[src/rtl/trk_pkg.sv]
package trk_pkg;

    localparam int ANGLE_BITS    = 16;
    localparam int RES_CODE_BITS = 2;
    localparam int RES_STEP_BITS = 2;
    localparam int NUM_RES       = 1 << RES_CODE_BITS;

    typedef logic [ANGLE_BITS-1:0] angle_t;

    typedef enum logic [RES_CODE_BITS-1:0] {
        RES_10 = 2'b00,
        RES_12 = 2'b01,
        RES_14 = 2'b10,
        RES_16 = 2'b11
    } res_e;

    typedef struct packed {
        logic valid;
        logic up;
    } step_t;

    // number of angle bits below the active resolution
    function automatic int unsigned res_shift(res_e r);
        return (NUM_RES - 1 - int'(r)) * RES_STEP_BITS;
    endfunction

    function automatic angle_t res_mask(res_e r);
        angle_t ones;
        ones = '1;
        return ones << res_shift(r);
    endfunction

    function automatic angle_t step_delta(res_e r);
        angle_t one;
        one = angle_t'(1);
        return one << res_shift(r);
    endfunction

endpackage

[src/rtl/trk_busy_timer.sv]
module trk_busy_timer #(
    parameter int BUSY_CYCLES = 4
) (
    input  logic clk,
    input  logic rst,
    input  logic start,
    output logic busy,
    output logic busy_end
);
    localparam int CW = (BUSY_CYCLES < 2) ? 1 : $clog2(BUSY_CYCLES);

    logic          busy_q;
    logic [CW-1:0] cnt_q;

    assign busy_end = busy_q && (cnt_q == CW'(BUSY_CYCLES - 1));
    assign busy     = busy_q;

    always_ff @(posedge clk) begin
        if (rst) begin
            busy_q <= 1'b0;
            cnt_q  <= '0;
        end else if (start && !busy_q) begin
            busy_q <= 1'b1;
            cnt_q  <= '0;
        end else if (busy_q) begin
            if (busy_end) begin
                busy_q <= 1'b0;
                cnt_q  <= '0;
            end else begin
                cnt_q <= cnt_q + CW'(1);
            end
        end
    end
endmodule

[src/rtl/trk_step_slot.sv]
module trk_step_slot (
    input  logic clk,
    input  logic rst,
    input  logic step_req,
    input  logic step_up,
    input  logic busy,
    input  logic hold,
    output logic launch,
    output logic launch_up
);
    import trk_pkg::*;

    step_t pend_q;
    step_t pend_d;
    logic  can_go;

    assign can_go = !busy && !hold;

    always_comb begin
        pend_d    = pend_q;
        launch    = 1'b0;
        launch_up = 1'b0;
        if (pend_q.valid) begin
            launch    = can_go;
            launch_up = pend_q.up;
            if (can_go) begin
                pend_d.valid = step_req;
                pend_d.up    = step_up;
            end
        end else begin
            launch    = can_go && step_req;
            launch_up = step_up;
            if (step_req && !can_go) begin
                pend_d.valid = 1'b1;
                pend_d.up    = step_up;
            end
        end
    end

    always_ff @(posedge clk) begin
        if (rst) pend_q <= '0;
        else     pend_q <= pend_d;
    end
endmodule

[src/rtl/trk_angle_reg.sv]
module trk_angle_reg (
    input  logic                    clk,
    input  logic                    rst,
    input  logic                    launch,
    input  logic                    launch_up,
    input  logic                    busy_end,
    input  logic [1:0]              res_sel,
    input  logic                    preset_en,
    input  trk_pkg::angle_t         preset_val,
    output trk_pkg::angle_t         angle,
    output trk_pkg::res_e           res_active
);
    import trk_pkg::*;

    angle_t angle_q;
    res_e   res_q;
    res_e   res_next;
    res_e   res_in;

    assign res_in   = res_e'(res_sel);
    assign res_next = busy_end ? res_in : res_q;

    always_ff @(posedge clk) begin
        if (rst) begin
            angle_q <= '0;
            res_q   <= RES_16;
        end else begin
            res_q <= res_next;
            if (preset_en)
                angle_q <= preset_val & res_mask(res_next);
            else if (launch)
                angle_q <= launch_up ? angle_q + step_delta(res_q)
                                     : angle_q - step_delta(res_q);
            else if (busy_end)
                angle_q <= angle_q & res_mask(res_in);
        end
    end

    assign angle      = angle_q;
    assign res_active = res_q;
endmodule

[src/rtl/trk_angle_counter.sv]
module trk_angle_counter #(
    parameter int BUSY_CYCLES = 4
) (
    input  logic        clk,
    input  logic        rst,
    input  logic        step_req,
    input  logic        step_up,
    input  logic [1:0]  res_sel,
    input  logic        preset_en,
    input  logic [15:0] preset_val,
    output logic [15:0] angle,
    output logic        busy,
    output logic [1:0]  res_active
);
    import trk_pkg::*;

    logic   launch;
    logic   launch_up;
    logic   busy_end;
    angle_t angle_w;
    res_e   res_w;

    trk_step_slot u_slot (
        .clk       (clk),
        .rst       (rst),
        .step_req  (step_req),
        .step_up   (step_up),
        .busy      (busy),
        .hold      (preset_en),
        .launch    (launch),
        .launch_up (launch_up)
    );

    trk_busy_timer #(.BUSY_CYCLES(BUSY_CYCLES)) u_timer (
        .clk      (clk),
        .rst      (rst),
        .start    (launch),
        .busy     (busy),
        .busy_end (busy_end)
    );

    trk_angle_reg u_angle (
        .clk        (clk),
        .rst        (rst),
        .launch     (launch),
        .launch_up  (launch_up),
        .busy_end   (busy_end),
        .res_sel    (res_sel),
        .preset_en  (preset_en),
        .preset_val (preset_val),
        .angle      (angle_w),
        .res_active (res_w)
    );

    assign angle      = angle_w;
    assign res_active = res_w;
endmodule

[config.mk]
export PLATFORM = sky130hd
export DESIGN_NAME = trk_angle_counter
export DESIGN_NICKNAME = d
export VERILOG_FILES = /design/src/rtl/trk_pkg.sv /design/src/rtl/trk_busy_timer.sv /design/src/rtl/trk_step_slot.sv /design/src/rtl/trk_angle_reg.sv /design/src/rtl/trk_angle_counter.sv
export SDC_FILE = /design/constraint.sdc
export NUM_CORES = 1
export LEC_CHECK = 0
export ABC_CLOCK_PERIOD_IN_PS = 3950
export BUFFER_PORTS_ARGS = -buffer_cell sky130_fd_sc_hd__buf_2
export CORE_MARGIN = 10
export CORE_UTILIZATION = 60
export CTS_BUF_LIST = sky130_fd_sc_hd__clkbuf_16
export DETAILED_ROUTE_END_ITERATION = 8
export PLACE_DENSITY = 0.86
export SLEW_MARGIN = 20
export SYNTH_ARGS = -nofsm -noshare
export SYNTH_HDL_FRONTEND = slang
export SYNTH_SLANG_ARGS = --single-unit
[constraint.sdc]
create_clock -name clk -period 3.95 [get_ports clk]
set_clock_uncertainty 0.05 [all_clocks]
set_input_delay 0.5925 -clock clk [delete_from_list [all_inputs] [get_ports clk]]
set_output_delay 0.5925 -clock clk [all_outputs]
set_load 0.1 [all_outputs]
* Word-level counts from Yosys, hierarchy flattened
Cells that the tools add are included.
Storage, ports and cells: bits in registers 23, input port bits 23, output and inout port bits 19, word-level logic and storage cells 45
Cells by class: add/sub/neg operators 6, eq/ne operators 2, shifts and indexed selects 3, muxes and demuxes 14, bitwise operators 2, reduce and logical (&&, ||, !) cells 12
Operators with widths (number):
- 16-bit 2-to-1 mux | 4
- 16-bit by 32-bit << shifter with 16-bit output, first input constant | 2
- 16-bit bitwise AND | 2
- 1-bit by 32-bit << shifter with 16-bit output, first input constant | 1
- 16-bit adder | 1
- 16-bit subtractor | 1
- 2-bit 2-to-1 mux | 5
- 2-bit by 2-bit subtractor with 3-bit output, first input constant | 3
- 1-bit logical AND | 5
- 1-bit 2-to-1 mux | 5
- 1-bit zero test | 3
- 3-bit nonzero test | 1
- 2-bit by 1-bit adder with 2-bit output, second input constant | 1
- 2-bit == test, second input constant | 1
- 2-bit != test, second input constant | 1
- 2-bit AND reduction | 1
- 2-bit nonzero test | 1
- 2-bit OR reduction | 1

* Logic depth before layout (Yosys ltp)
Gate-level depths: netlist of run 1.
depth after elaboration 7, depth in mapped cells 10, mapped depth without buffers 10

* Hierarchy
A second synthesis of run 1 with hierarchy kept.
Second synthesis, totals: cells, all modules 249, area, all modules 1935.6 µm²
Modules (own cells, without submodules):
- trk_angle_reg | instances 1, cells an instance 223, area each 1689.1 µm², seq. area each 360.3 µm²
- trk_busy_timer | instances 1, cells an instance 13, area each 132.6 µm², seq. area each 60.1 µm²
- trk_step_slot | instances 1, cells an instance 13, area each 113.9 µm², seq. area each 40.0 µm²

* Worst setup path before layout of run 1
Ideal clock, no wire load.
path type reg-to-reg, from reg u_angle.res_q[1], in the netlist u_angle.res_active[1], to reg u_angle.angle_q[12], in the netlist u_angle.angle[12], setup time 0.127 ns, data arrival time 3.057 ns, required time 3.773 ns, path slack 0.716 ns, stages on the path, launching flop included 11, path through dfxtp_1 nand2_1 inv_1 ha_1 inv_1 fa_1 nand2b_2 a21oi_4 nor4_4 o31a_1 or3_1
On the way: cells in the longest elaborated chain, start to end 6
RTL lines:
- start, declared | line trk_angle_reg.sv:16 | res_e res_q;
- start signal, assigned | line trk_angle_reg.sv:28 | res_q <= res_next;
- 2-bit by 2-bit subtractor with 3-bit output | line trk_pkg.sv:24 | return (NUM_RES - 1 - int'(r)) * RES_STEP_BITS;
- 1-bit by 32-bit << shifter with 16-bit output | line trk_pkg.sv:36 | return one << res_shift(r);
- 16-bit subtractor / 16-bit adder (equally long branches) | line trk_angle_reg.sv:33, trk_angle_reg.sv:32
- 16-bit 2-to-1 mux | line trk_angle_reg.sv:32 | angle_q <= launch_up ? angle_q + step_delta(res_q)
- 16-bit 2-to-1 mux | line trk_angle_reg.sv:31 | else if (launch)
- 16-bit 2-to-1 mux (*) | line trk_angle_reg.sv:29 | if (preset_en)
- end signal, assigned | line trk_angle_reg.sv:30 | angle_q <= preset_val & res_mask(res_next);
- end signal, assigned | line trk_angle_reg.sv:32
- end signal, assigned | line trk_angle_reg.sv:35 | angle_q <= angle_q & res_mask(res_in);
- end, declared | line trk_angle_reg.sv:15 | angle_t angle_q;
Every way passes the cells marked *; elsewhere a longest branch is shown, timed or not. A chain may end at the register's enable or synchronous reset.

* Worst setup path after layout of run 1
from reg u_angle.res_q[1], in the netlist u_angle.res_active[1], to reg u_angle.angle_q[15], in the netlist u_angle.angle[15]
The elaborated chain is that of the path after synthesis.

==> results by group, run 1 <==
Power and ir drop
  – Comb power frac: 51.6%
  – Sequential Power Share: a little over a quarter
  – Leak: 1.078 nW
  – VDD IR-drop max: 244.1 uV
  – Sw power: 500.3 uW
  – Power Density: 447.6 nW/um^2
  – Cell-internal power: 555.9 uW
  – Switching portion of total power: 47.37%
  – Clk pwr share: 21.8%

Clock tree
  – Clk buf depth: 2
  – Later-pin clock latency in the skew report: around 0.26 ns
  – CTS HTree Levels: 1
  – Reg clk slew, reported paths: 0.06 ns
  – CTS tree: built
  – PostCTS Resize Cnt: 0
  – Cts hold-fix bufs: 0
  – Clk Tree Root Cell: clkbuf_16
  – Setup bufs post-CTS: 0
  – TritonCTS Buffers: 3
  – CTS sink cnt: 23

Drt
  – DR vias: ~2200
  – 1st-iter DRT viols: roughly 240
  – Routed vias/inst: 6.459
  – Drt first pass iters: 5
  – Routed length per instance: 18.35 um
  – Residual DRC count: 0
  – Remaining antenna violation count: 0
  – Drt total wl: ~6300 um

Timing
  – Max Fclk: 335.2 MHz
  – Final Critical Period: 2.983 ns
  – Final hold violation count: 0
  – RSZ-0062 raised after global routing: false
  – # setup viols final: 0
  – Worst slew pin tran: 0.5828 ns
  – Setup TNS: 0 ns
  – Fin crit share: around three quarters
  – Rel. slew slack: 61.06%
  – Slew Viols, Final: 0

Finish
  – Final #Nets: 338
  – Area grow syn2layout: 15.21%
  – Ant diodes: 0
  – Layout cells sized above 1: a little over a fifth
  – Post-Layout Cell Count: 342

Floorplan
  – Starting Density: 61.87%
  – Die height: 78.43 um
  – Core area: approximately 3300 um^2
  – # rows: 21
  – DIE AREA: between 6000 and 7000 um^2
  – IO Pins: 42
  – Die W: around 80 um

Worst setup path
  – Cells along the critical path: nand2b_1, ha_1, a21oi_4, ha_1, a21o_1, a31o_2, a31oi_1, o21ai_1, a221o_1
  – Max incr delay on CP: 0.53 ns
  – CP max FO: 8
  – Critical path arrival: 3.08 ns
  – Worst R2R Start: u_angle.res_active[1]$_SDFF_PP1_
  – CP endpoint kind: flip-flop
  – CP Launch Type: flip-flop
  – Worst setup startpoint: u_angle.res_active[1]$_SDFF_PP1_
  – CP max stage cell: dfxtp_1
  – Critical Path RT: ~4 ns
  – Worst Setup Path Type: reg -> reg
  – Most frequent CP cell: ha_1

Global routing
  – First-pass GRT wire length: 10230 um
  – Overflow after GRT: 0
  – GRT Total Usage: between 20% and 30%
  – Initial antenna violation count: 0
  – Largest net degree at the start of global routing: 25
  – Vias in the first global route: 2186

Logic synthesis
  – Synthesized area: between 2000 and 2500 um^2
  – Post-synth EDFFs: 0
  – Yosys reg bits: 23
  – Syn_nets: 300
  – Syn Area/Cell: ~8 um^2
  – Distinct cells, synth: 71
  – Yosys warnings: 0
  – Synth Instances: between 200 and 300
  – Post-synth top flop: dfxtp_1
  – Register area share after synthesis: 22.48%
  – Synth async-reset ratio: 0%

Job
  – Max-cap violations: 0

Placed design
  – Routability cong.: slightly below 1
  – DP Cell Count: 338
  – Post-detail-place hpwl: about 4600 um
  – # port buffers: 41

Outcome
  – Status: finished, final reports clean

Hold path
  – Min-delay src: u_slot.pend_q[0]$_SDFFE_PP0P_
  – Worst Hold Class: reg -> reg
==> power by group through the flow <==
| stage | sequential, mW | combinational [mW] | clock (mW) |
|---|---|---|---|
| after CTS | 0.280 | 0.538 | 0.231 |
| after floorplan | 0.427 | 0.286 | 0 |
| final | 0.281 | 0.544 | 0.231 |
| after global placement | 0.284 | 0.528 | 0 |
| after global routing | 0.284 | 0.584 | 0.239 |
| after detailed placement | 0.285 | 0.533 | 0 |
==> worst max-delay path: cells and delay by family (launching register included) <==
kind	cells	cell delay, ns
AOI/OAI and AO/OA	6	1.54
adders and majority gates	2	0.62
DFF	1	0.53
and+or+nand+nor	1	0.13
==> metrics by stage <==
stage	cell area [um^2]	hold WS [ns]	utilization, %	total power [mW]	setup slack (ns)
final	2360	0.4633	71.28	1.056	0.9666
after global routing	2360	0.5104	71.28	1.106	0.7974
after CTS	2360	0.4597	71.28	1.049	0.9874
after detailed placement	2280	0.4437	68.86	0.8176	0.8536
after global placement	2280	0.4294	68.86	0.8115	0.9451
after floorplan	2048	0.4106	-	0.7133	0.7158
==> Yosys cell counts, types with 2 or more instances <==
master    count  share of area, %
a32oi_1       2              0.86
o21ai_1       5               1.2
a22oi_1       3               1.1
a21o_1        8               2.9
a21oi_4       2               1.6
buf_2         4              0.98
a221oi_1      2              0.86
nand3_1      11               2.7
and2_1        2              0.61
nor2b_1       2              0.61
o211ai_1      5               1.8
a311oi_1      3               1.3
a31oi_1       5               1.5
a21oi_1      12               2.9
mux2i_1       7               3.4
and3_1        3              0.92
a21oi_2       4               1.7
ha_1         17                10
o31ai_1       2              0.73
inv_1        11               2.0
nand3b_1      3               1.1
clkbuf_1      4              0.73
o22ai_1       2              0.61
xor2_1        3               1.3
a211oi_1      4               1.5
o31a_1        2              0.86
nand2_1      21               3.8
nor2_1       25               4.6
o21a_1        2              0.73
dfxtp_1      23                22
o21ai_0      12               2.9
nor3_1        9               2.2
==> final timing paths <==
path              slack (ns)  cells after the start                        endpoint
hold / removal          0.46                      2   u_slot.pend_q[0]$_SDFFE_PP0P_
hold reg to reg         0.46                      2   u_slot.pend_q[0]$_SDFFE_PP0P_
setup / recovery        0.97                      9  u_angle.angle[15]$_SDFFE_PP0P_
setup reg to reg        0.97                      9  u_angle.angle[15]$_SDFFE_PP0P_
==> kinds of logic after synthesis <==
logic type	share of synthesized area [%]
fa+ha+maj	11.36
mux	4.704
flops	22.48
buf+inv	4.092
xor+xnor	1.711
simple gates	22.97
compound gates	32.68
==> routing by layer <==
metal	share of wire (%)	vias to the layer above	global-route usage [%]
met1	43	1034	24.17
met3	6.5	18	4.328
met4	2.8	0	9.319
li1	-	1065	-
met2	48	92	33.31
met5	0	-	0
==> state kept, by name, indices dropped and copies added (netlist names) <==
signal and cells:
u_angle.angle 16, u_slot.pend_q 2, u_timer.cnt_q 2, u_angle.res_active 2, u_timer.busy 1
==> layout by cell type (no fill, tap or decap), types with 7 or more instances in the layout <==
cell type and instances:
a21o_1 8, a21oi_1 12, buf_2 41, dfxtp_1 23, ha_1 17, inv_1 11, mux2i_1 7, nand2_1 21
nand3_1 11, nor2_1 25, nor3_1 9, o21ai_0 12
==> final cells by class <==
type | instances | area (um^2)
timing repair buffer | 42 | 212.7
sequential | 23 | 460.4
clock inverter | 1 | 5.005
clock buffer | 3 | 75.07
inverter | 12 | 45.04
multi-input combinational | 215 | 1504
tap | 46 | 57.56
fill | 296 | 950.9
Note: power is estimated with default switching activity, not from simulation.
==> run 2, diff against run 1 <==
--- a/config.mk
+++ b/config.mk
@@ -5,13 +5,14 @@
 export SDC_FILE = /design/constraint.sdc
 export NUM_CORES = 1
 export LEC_CHECK = 0
-export ABC_CLOCK_PERIOD_IN_PS = 3950
+export ABC_AREA = 1
+export ABC_CLOCK_PERIOD_IN_PS = 2680
 export BUFFER_PORTS_ARGS = -buffer_cell sky130_fd_sc_hd__buf_2
 export CORE_MARGIN = 10
-export CORE_UTILIZATION = 60
+export CORE_UTILIZATION = 51
 export CTS_BUF_LIST = sky130_fd_sc_hd__clkbuf_16
 export DETAILED_ROUTE_END_ITERATION = 8
-export PLACE_DENSITY = 0.86
+export PLACE_DENSITY = 0.77
 export SLEW_MARGIN = 20
 export SYNTH_ARGS = -nofsm -noshare
 export SYNTH_HDL_FRONTEND = slang
==> constraint.sdc (replaced) <==
create_clock -name clk -period 2.68 [get_ports clk]
set_clock_uncertainty 0.05 [all_clocks]
set_input_delay 0.402 -clock clk [delete_from_list [all_inputs] [get_ports clk]]
set_output_delay 0.402 -clock clk [all_outputs]
set_load 0.1 [all_outputs]
==> results by group, run 2 <==
Worst setup path
  – CP endpoint kind: flip-flop
  – Most frequent CP cell: nand2_1
  – CP Launch Type: flip-flop
  – Crit path depth: 13
  – Worst-case reg-to-reg path depth: 13
  – Worst Setup Path Type: reg -> reg
  – Critical Path RT: approximately 2.8 ns
  – Critical path arrival: roughly 2.5 ns
  – Delay-heaviest family, CP: simple AND/OR/NAND/NOR gates
  – CP max stage cell: dfxtp_1
  – CP max FO: 7
  – Cells along the critical path: nand2_1, nand2_2, inv_1, nand2_1, o21ai_0, ha_1, inv_1, nand2_1, nand3_1, nand2_1, xor2_1, nand2_1, a21oi_2
  – CP bufs+invs: 2
  – Max incr delay on CP: 0.44 ns

Outcome
  – Status: finished, final reports clean

Timing
  – RSZ-0062 raised after global routing: false
  – Final hold violation count: 0
  – Setup TNS: 0 ns
  – Worst slew pin tran: 0.5111 ns
  – Fin crit share: 89.07%
  – Max Fclk: 418.9 MHz
  – Final Critical Period: around 2.4 ns
  – # setup viols final: 0
  – Rel. slew slack: 66.16%
  – Slew Viols, Final: 0

Clock tree
  – Clk buf depth: 2
  – Setup bufs post-CTS: 0
  – TritonCTS Buffers: 3
  – Reg clk slew, reported paths: 0.06 ns
  – Cts hold-fix bufs: 0
  – Later-pin clock latency in the skew report: 0.27 ns
  – PostCTS Resize Cnt: 0
  – CTS HTree Levels: 1
  – Clk Tree Root Cell: clkbuf_16
  – CTS tree: built
  – CTS sink cnt: 23

Finish
  – Ant diodes: 0
  – Final #Nets: 433
  – Layout fillers: 402
  – Layout cells sized above 1: 17.14%
  – Most frequent cells in the layout: 103 x nand2_1, 66 x inv_1, 41 x buf_2, 31 x nand3_1
  – Multi-input logic area: 1410 um^2
  – Post-Layout Cell Count: 441
  – Sequential cell area: roughly 460 um^2
  – Area grow syn2layout: 14.57%
  – Max reg flops: 16
  – Leading cell type in the layout, fill and taps excluded: nand2_1

Placed design
  – Routability cong.: 0.9448
  – DP Cell Count: 437
  – # port buffers: 41
  – Post-detail-place hpwl: 4997 um

Floorplan
  – # rows: 23
  – Die height: 85.26 um
  – Starting Density: 53.53%
  – Core area: 4058 um^2
  – DIE AREA: roughly 7300 um^2
  – Die W: 85.26 um
  – IO Pins: 42

Logic synthesis
  – Top-count cell post-synth: nand2_1
  – Share of the synthesized area in the top cell type: a little over a fifth
  – Area leader, netlist: dfxtp_1
  – Synth async-reset ratio: 0%
  – Syn Area/Cell: 6.206 um^2
  – Syn_nets: 391
  – Register area share after synthesis: 21.20%
  – Distinct cells, synth: 38
  – Largest cells by area after synthesis: dfxtp_1 21%, nand2_1 18%, inv_1 11%, ha_1 9.8%, nand3_1 7.1%
  – Post-synth top flop: dfxtp_1
  – Yosys warnings: 0
  – Yosys reg bits: 23
  – Synth Instances: 350
  – Post-synth EDFFs: 0
  – Post-synth top cells: 104 x nand2_1, 66 x inv_1, 31 x nand3_1, 23 x dfxtp_1, 21 x a21oi_1
  – Synthesized area: 2172 um^2

Global routing
  – Overflow after GRT: 0
  – First-pass GRT wire length: 10630 um
  – Initial antenna violation count: 0
  – Largest net degree at the start of global routing: 19
  – Vias in the first global route: around 2300
  – GRT Total Usage: 17.23%

Drt
  – Residual DRC count: 0
  – Routed length per instance: 14.18 um
  – Routed vias/inst: 5.315
  – 1st-iter DRT viols: 151
  – Drt first pass iters: 4
  – Remaining antenna violation count: 0
  – DR vias: 2344
  – Drt total wl: ~6300 um

Power and ir drop
  – Power Density: 589.2 nW/um^2
  – VDD IR-drop max: 355.3 uV
  – Leak: around 1.4 nW

Hold path
  – Worst Hold Class: in -> reg
  – WHS Path Cells: 3

Job
  – Max-cap violations: 0
==> run 2: cells by family after synthesis <==
group                      count (synthesis)  share of synthesized area [%]
AOI/OAI and AO/OA                         58                          17.22
xor gates and xnor gates                   2                         0.8066
buffers and inverters                     73                          14.00
and+or+nand+nor                          175                          35.60
DFF                                       23                          21.20
muxes                                      1                         0.4608
adders and majority gates                 18                          10.71
==> run 2: report_power, final <==
group / total, mW / switching [mW] / internal (mW)
clock network: 0.344 / 0.142 / 0.202
registers: 0.404 / 0.0312 / 0.373
logic: 0.719 / 0.520 / 0.199
==> run 2: layout make-up <==
type / instances / share of cell area [%]
tap: 50 / 2.514
clock buffer: 3 / 3.017
sequential: 23 / 18.60
multi-input combinational: 254 / 56.66
timing repair buffer: 42 / 8.547
clock inverter: 1 / 0.2011
inverter: 68 / 10.46
==> run 2: routing by layer <==
layer / wire, um / vias to the layer above / track usage [%]
met3: 510 / 15 / 2.868
met2: 2884 / 96 / 28.41
met5: 0 / - / 0
met1: 2718 / 1023 / 21.47
met4: 142 / 0 / 7.186
li1: - / 1210 / -
==> run 2: worst register-to-register path, cell delays in order (launching register included) <==
cell	delay (ns)
dfxtp_1	0.44
nand2_1	0.12
nand2_2	0.15
inv_1	0.10
nand2_1	0.06
o21ai_0	0.10
ha_1	0.40
inv_1	0.09
nand2_1	0.13
nand3_1	0.09
nand2_1	0.15
xor2_1	0.22
nand2_1	0.10
a21oi_2	0.13
==> run 2: path summary, 6_finish.rpt <==
kind	start	end	slack (ns)
min	step_up	u_slot.pend_q[0]$_SDFFE_PP0P_	0.35
max	u_slot.pend_q[1]$_SDFF_PP0_	u_angle.angle[7]$_SDFFE_PP0P_	0.29
min reg2reg	u_timer.cnt_q[1]$_SDFFE_PP0P_	u_timer.cnt_q[1]$_SDFFE_PP0P_	0.49
max reg2reg	u_slot.pend_q[1]$_SDFF_PP0_	u_angle.angle[7]$_SDFFE_PP0P_	0.29
==> run 2: metrics by stage <==
step	total power, mW	hold WS (ns)	cell area, um^2	util [%]	setup WS [ns]
final	1.466	0.3468	2489	61.33	0.2930
after global placement	1.115	0.4671	2406	59.30	0.3115
after detailed placement	1.120	0.4684	2406	59.30	0.2733
after floorplan	0.9816	0.4214	2175	-	0.2180
after global routing	1.562	0.3606	2489	61.33	0.09909
after CTS	1.469	0.3482	2486	61.27	0.2417
